==> src/rtl/wdog_pkg.sv <==
package wdog_pkg;

  localparam int REG_W = 8;

  // control/status field positions
  localparam int B_FLAG     = 0;
  localparam int B_FLAG_INH = 1;
  localparam int B_EN       = 2;
  localparam int B_EN_INH   = 3;
  localparam int B_UNL      = 4;
  localparam int B_UNL_INH  = 5;

  localparam logic ADDR_CTL = 1'b0;
  localparam logic ADDR_CNT = 1'b1;

  // control register read image; inhibit bits always read as one
  function automatic logic [REG_W-1:0] ctl_pack(input logic flag,
                                                input logic en,
                                                input logic unl);
    logic [REG_W-1:0] v;
    v = '0;
    v[B_FLAG]     = flag;
    v[B_FLAG_INH] = 1'b1;
    v[B_EN]       = en;
    v[B_EN_INH]   = 1'b1;
    v[B_UNL]      = unl;
    v[B_UNL_INH]  = 1'b1;
    return v;
  endfunction

  // a guarded field may change when the gate is open and its inhibit is zero
  function automatic logic field_ok(input logic wr, input logic gate,
                                    input logic inhibit);
    return wr & gate & ~inhibit;
  endfunction

  // ticks left before overflow from a loaded value
  function automatic int ticks_left(input int load, input int width);
    return (1 << width) - load;
  endfunction

endpackage

==> src/rtl/wdog_prescaler.sv <==
module wdog_prescaler #(
  parameter int DIV = 8192
) (
  input  logic clk,
  input  logic rst_n,
  output logic tick
);
  localparam int PW = (DIV > 1) ? $clog2(DIV) : 1;

  generate
    if (DIV <= 1) begin : g_pass
      assign tick = 1'b1;
    end else begin : g_div
      logic [PW-1:0] pre_q;
      localparam logic [PW-1:0] LAST = PW'(DIV - 1);
      always_ff @(posedge clk or negedge rst_n) begin
        if (!rst_n)            pre_q <= '0;
        else if (pre_q == LAST) pre_q <= '0;
        else                   pre_q <= pre_q + 1'b1;
      end
      assign tick = (pre_q == LAST);
    end
  endgenerate
endmodule

==> src/rtl/wdog_counter.sv <==
module wdog_counter #(
  parameter int CNT_W = 8
) (
  input  logic             clk,
  input  logic             rst_n,
  input  logic             tick,
  input  logic             en,
  input  logic             load,
  input  logic [CNT_W-1:0] load_val,
  output logic [CNT_W-1:0] cnt,
  output logic             ovf
);
  localparam logic [CNT_W-1:0] TOP = '1;

  logic step;
  assign step = tick & en & ~load;
  assign ovf  = step & (cnt == TOP);

  always_ff @(posedge clk or negedge rst_n) begin
    if (!rst_n)    cnt <= '0;
    else if (load) cnt <= load_val;
    else if (step) cnt <= cnt + 1'b1;
  end
endmodule

==> src/rtl/wdog_ctl.sv <==
module wdog_ctl
  import wdog_pkg::*;
(
  input  logic       clk,
  input  logic       rst_n,
  input  logic       wr,
  input  logic [5:0] wd,
  input  logic       ovf,
  output logic       flag,
  output logic       en,
  output logic       unl
);
  logic unl_wr, en_wr, flag_clr;

  assign unl_wr   = field_ok(wr, 1'b1, wd[B_UNL_INH]);
  assign en_wr    = field_ok(wr, unl, wd[B_EN_INH]);
  assign flag_clr = field_ok(wr, unl, wd[B_FLAG_INH]) & ~wd[B_FLAG];

  always_ff @(posedge clk or negedge rst_n) begin
    if (!rst_n) begin
      unl  <= 1'b0;
      en   <= 1'b0;
      flag <= 1'b0;
    end else begin
      if (unl_wr) unl <= wd[B_UNL];
      if (en_wr)  en  <= wd[B_EN];
      if (ovf)           flag <= 1'b1;
      else if (flag_clr) flag <= 1'b0;
    end
  end
endmodule

==> src/rtl/wdog_pulse.sv <==
module wdog_pulse #(
  parameter int LEN = 512
) (
  input  logic clk,
  input  logic rst_n,
  input  logic fire,
  output logic pulse
);
  localparam int LW = $clog2(LEN + 1);
  localparam logic [LW-1:0] LOAD = LW'(LEN);

  logic [LW-1:0] left_q;

  always_ff @(posedge clk or negedge rst_n) begin
    if (!rst_n)           left_q <= '0;
    else if (fire)        left_q <= LOAD;
    else if (left_q != 0) left_q <= left_q - 1'b1;
  end

  assign pulse = (left_q != 0);
endmodule

==> src/rtl/wdog_guard.sv <==
module wdog_guard
  import wdog_pkg::*;
#(
  parameter int CNT_W     = 8,
  parameter int PRESCALE  = 8192,
  parameter int PULSE_LEN = 512
) (
  input  logic             clk,
  input  logic             rst_n,
  input  logic             bus_we,
  input  logic             bus_addr,
  input  logic [REG_W-1:0] bus_wdata,
  output logic [REG_W-1:0] bus_rdata,
  output logic             wdt_rst
);
  logic             tick_w;
  logic             ovf_w;
  logic             cnt_wr_w;
  logic             ctl_wr_w;
  logic [CNT_W-1:0] cnt_q;
  logic             flag_q, en_q, unl_q;

  assign cnt_wr_w = bus_we & (bus_addr == ADDR_CNT);
  assign ctl_wr_w = bus_we & (bus_addr == ADDR_CTL);

  wdog_prescaler #(.DIV(PRESCALE)) u_pre (
    .clk(clk), .rst_n(rst_n), .tick(tick_w)
  );

  wdog_counter #(.CNT_W(CNT_W)) u_cnt (
    .clk(clk), .rst_n(rst_n), .tick(tick_w), .en(en_q),
    .load(cnt_wr_w), .load_val(bus_wdata[CNT_W-1:0]),
    .cnt(cnt_q), .ovf(ovf_w)
  );

  wdog_ctl u_ctl (
    .clk(clk), .rst_n(rst_n), .wr(ctl_wr_w), .wd(bus_wdata[5:0]),
    .ovf(ovf_w), .flag(flag_q), .en(en_q), .unl(unl_q)
  );

  wdog_pulse #(.LEN(PULSE_LEN)) u_pls (
    .clk(clk), .rst_n(rst_n), .fire(ovf_w), .pulse(wdt_rst)
  );

  assign bus_rdata = (bus_addr == ADDR_CNT) ? REG_W'(cnt_q)
                                            : ctl_pack(flag_q, en_q, unl_q);
endmodule

==> config.mk <==
export PLATFORM = sky130hd
export DESIGN_NAME = wdog_guard
export DESIGN_NICKNAME = d
export VERILOG_FILES = /design/src/rtl/wdog_pkg.sv /design/src/rtl/wdog_prescaler.sv /design/src/rtl/wdog_counter.sv /design/src/rtl/wdog_ctl.sv /design/src/rtl/wdog_pulse.sv /design/src/rtl/wdog_guard.sv
export SDC_FILE = /design/constraint.sdc
export NUM_CORES = 1
export LEC_CHECK = 0
export ABC_AREA = 1
export BUFFER_PORTS_ARGS = -buffer_cell sky130_fd_sc_hd__buf_2
export CAP_MARGIN = 20
export CORE_ASPECT_RATIO = 1.5
export CORE_UTILIZATION = 55
export CTS_BUF_LIST = sky130_fd_sc_hd__clkbuf_2
export DETAILED_ROUTE_END_ITERATION = 8
export GPL_TIMING_DRIVEN = 0
export HOLD_SLACK_MARGIN = 0.05
export PLACE_DENSITY = 0.78
export SYNTH_ARGS = -nofsm -noshare
export SYNTH_HDL_FRONTEND = slang
export SYNTH_SLANG_ARGS = --single-unit
==> constraint.sdc <==
create_clock -name clk -period 1.35 [get_ports clk]
set_input_delay 0.0675 -clock clk [delete_from_list [all_inputs] [get_ports clk]]
set_output_delay 0.0675 -clock clk [all_outputs]
set_load 0.02 [all_outputs]
==> metrics.md <==
| Metric | Value |
|---|---|
| Core Region | around 3400 sq um |
| Dpl ws | -0.4020 ns |
| Final #Nets | approximately 340 |
| CTS tree | done |
| H-tree depth | 2 |
| First-pass GRT wire length | about 7500 um |
| Main combinational cell family by area after synthesis | simple AND/OR/NAND/NOR gates |
| Clk pwr share | 21.6% |
| Max clock buf depth | 2 |
| Worst path top cell family by delay | simple AND/OR/NAND/NOR gates |
| Status | complete, but fails checks |
| Worst setup margin | -0.1741 ns |
| Worst Tran Pin Value | 0.7406 ns |
| Required time of the worst setup path | 1.66 ns |
| Post-route cell area | 2650 sq um |
| Syn Area/Cell | around 7.5 sq um |
| P_leak | ~1.4 nW |
| Max FO, Critical Path | 5 |
| Max incr delay on CP | around 0.4 ns |
| Crit path buf inv count | 1 |
| Most frequent cells in the layout | nand2_1 (71), inv_1 (36), dfrtp_1 (32) |
| CP Launch Type | flop |
| Int Pwr | approximately 1.5 mW |
| Slowest CP cell | dfrtp_1 |
| Xor/xnor share of the synthesized area | under 10% |
| TritonCTS Buffers | 5 |
| Yosys top cell area share | around 43% |
| CTS Sinks | 34 |
| Area grow syn2layout | 34.56% |
| Main flop type after synthesis | dfrtp_1 |
| Synth warnings | 0 |
| Worst-path clk slew | around 0.19 ns |
| Hold Vio Cnt, Final | 0 |
| Final WL | around 4800 um |
| Worst r2r src | u_pre.g_div.pre_q[0]$_DFF_PN0_ |
| Fin. max-slew vios | 0 |
| I/O Pins | 21 |
| Max Freq | 656.1 MHz |
| Ratio of final minimum period to clock period | 112.9% |
| Root Driver | clkbuf_2 |
| # fillers | 246 |
| # DRC | 0 |
| Vias | between 1.5k and 2k |
| Critical path startpoint | u_pre.g_div.pre_q[0]$_DFF_PN0_ |
| Post-DRT Antenna Nets | 0 |
| Synth async-reset ratio | 100.0% |
| Failing checks | negative setup slack |
| PwrDens | 839.8 nW/um^2 |
| Flop pwr share | 53.7% |
| Endpoints failing setup | 26 |
| Sw frac | 34.32% |
| Critical hold path startpoint | bus_we |
| Clk_skew | about 0.02 ns |
| Global placer's final weighted congestion | just over 0.8 |
| Cell Chain, Critical Path | ha_2 -> nand2_2 -> nor2_4 -> nand2_4 -> nor2_8 -> nand2_4 -> nand2_4 -> buf_6 -> nand2_1 -> nand2_1 |
| Cell row count | 26 |
| Yosys cell types | 25 |
| Psw | ~0.76 mW |
| Most common cell after layout, fill and taps aside | nand2_1 |
| Antenna violations before repair | 0 |
| Detailed Routing Iterations Pass 1 | 6 |
| Syn Std Cell Area | just under 2000 sq um |
| Number of global-route vias before repair | about 1.8k |
| Combinational power share | ~25% |
| VDD IR max | 0.8063 mV |
| Setup_tns | -3.167 ns |
| Most used cell, CP | nand2_4 |
| Initial drt markers | 39 |
| Initial core utilization | between 50 and 60% |
| Wire per inst | 12.98 um |
| Chip width | ~51 um |
| Power Total | approximately 2.2 mW |
| Post-Synth Simple-Gate Area | around a third |
| Die area | between 3000 and 4000 sq um |
| Hpwl dp | approximately 2900 um |
| Fraction of layout cells with a size suffix above 1 | 32.42% |
| Flops & latches, synth | 34 |
| Placed instance area | between 2000 and 2500 sq um |
| Number of max-capacitance violations reported | 0 |
| Area leader, netlist | dfrtp_1 |
| Area contributors post-synth | dfrtp_1 (43%), nand2_1 (15%), inv_1 (7.8%), nand3_1 (6.6%), nor2_1 (4.6%) |
| Share of the core filled with cells | about 78% |
| Gr usage total | between 20% and 30% |
| CP endpoint kind | flop |
| Placed Cells incl. Taps | around 330 |
| Gr ovfl total | 0 |
| Antenna Cells | 0 |
| Hold slack | 0.09729 ns |
| Compound-Gate Fraction of Synth Area | under 10% |
| RSZ-0062 raised after global routing | true |
| Mapped Nets | approximately 280 |
| Sequential fraction of the synthesis area | 43.20% |
| Crit path time final | ~1.5 ns |
| Synth Area in Adders | 1.906% |
| Worst Hold Class | primary input to flop |
| Worst skew pair latency | approximately 0.37 ns |
| Non-Filler Instances | approximately 370 |
| Die H | roughly 75 um |
| Mapped Cells | around 260 |
| Port Buffers | 20 |
| Drt via density | between 5 and 6 |
| Largest net degree at the start of global routing | 35 |
| Slew margin rel. | approximately half |
| Mux cell area share after synthesis | less than 1% |
| Number of synthesized flops with an enable pin | 0 |
| Crit path kind | flop to flop |
| Worst Path Arrival | ~1.8 ns |
## worst reg2reg max path, stage by stage, from the launching register on
cell	delay [ns]
dfrtp_1	0.40
ha_2	0.19
nand2_2	0.06
nor2_4	0.17
nand2_4	0.09
nor2_8	0.12
nand2_4	0.09
nand2_4	0.08
buf_6	0.13
nand2_1	0.05
nand2_1	0.06
## registers in the layout (all words and copies together) (netlist names)
name,cells
u_ctl.unl,1
u_cnt.cnt,8
u_pls.left_q,10
u_ctl.en,1
u_pre.g_div.pre_q,13
u_ctl.flag,1
## repair_timing
item / CTS / global route
pin swaps: 12 / 6
resized for setup: 26 / 23
endpoints found under the setup margin: 25 / 34
endpoints found under the hold margin: 44 / 0
gates cloned: 1 / 0
setup buffers: 18 / 7
hold buffers: 10 / 0
## cell usage after synthesis (4+ instances only)
cell     count
a21oi_1      6
xor2_1      10
o21ai_1      5
nand3_1     26
inv_1       41
nor3_1       4
nand2_1     79
dfrtp_1     34
o21ai_0      9
nor2_1      24
## layer usage
layer,part of all wire [%],vias up,global-route usage (%)
met2,55,46,51.41
met4,2.6,0,13.27
li1,-,943,-
met3,3.3,12,4.444
met1,39,889,27.23
met5,0,-,0
## logic make-up after synthesis
family,Yosys count
AOI/OAI and AO/OA,22
xor gates and xnor gates,13
adders and majority gates,3
buffers and inverters,46
DFF,34
muxes,1
and+or+nand+nor,145
## layout make-up
| cell class | count | area (sq um) | share of cell area (%) |
|---|---|---|---|
| Tap cell | 42 | 52.55 | 1.983 |
| Timing Repair Buffer | 55 | 397.9 | 15.01 |
| Sequential cell | 34 | 853.3 | 32.20 |
| Buffer | 3 | 18.77 | 0.7082 |
| Clock inverter | 2 | 8.758 | 0.3305 |
| Inverter | 43 | 161.4 | 6.091 |
| Clock buffer | 6 | 30.03 | 1.133 |
| Multi-Input combinational cell | 184 | 1127 | 42.54 |
## power groups by stage
stage	Clock, mW	Combinational, mW	Sequential (mW)
detailed placement	0	0.387	1.21
CTS	0.477	0.466	1.20
floorplan	0	0.275	1.18
finish	0.480	0.551	1.19
global route	0.506	0.605	1.20
global placement	0	0.380	1.21
## path summary, 6_finish.rpt
| path | slack, ns | depth (start not counted) | to |
|---|---|---|---|
| min in group asynchronous | 0.27 | 2 | u_cnt.cnt[3]$_DFFE_PN0P_ |
| max reg2reg | -0.17 | 10 | u_cnt.cnt[5]$_DFFE_PN0P_ |
| min reg2reg | 0.53 | 2 | u_pre.g_div.pre_q[9]$_DFF_PN0_ |
| max in group asynchronous | 0.56 | 2 | u_cnt.cnt[2]$_DFFE_PN0P_ |
| min | 0.1 | 5 | u_ctl.en$_DFFE_PN0P_ |
| max | -0.17 | 10 | u_cnt.cnt[5]$_DFFE_PN0P_ |
(Power assumes the default switching activity.)
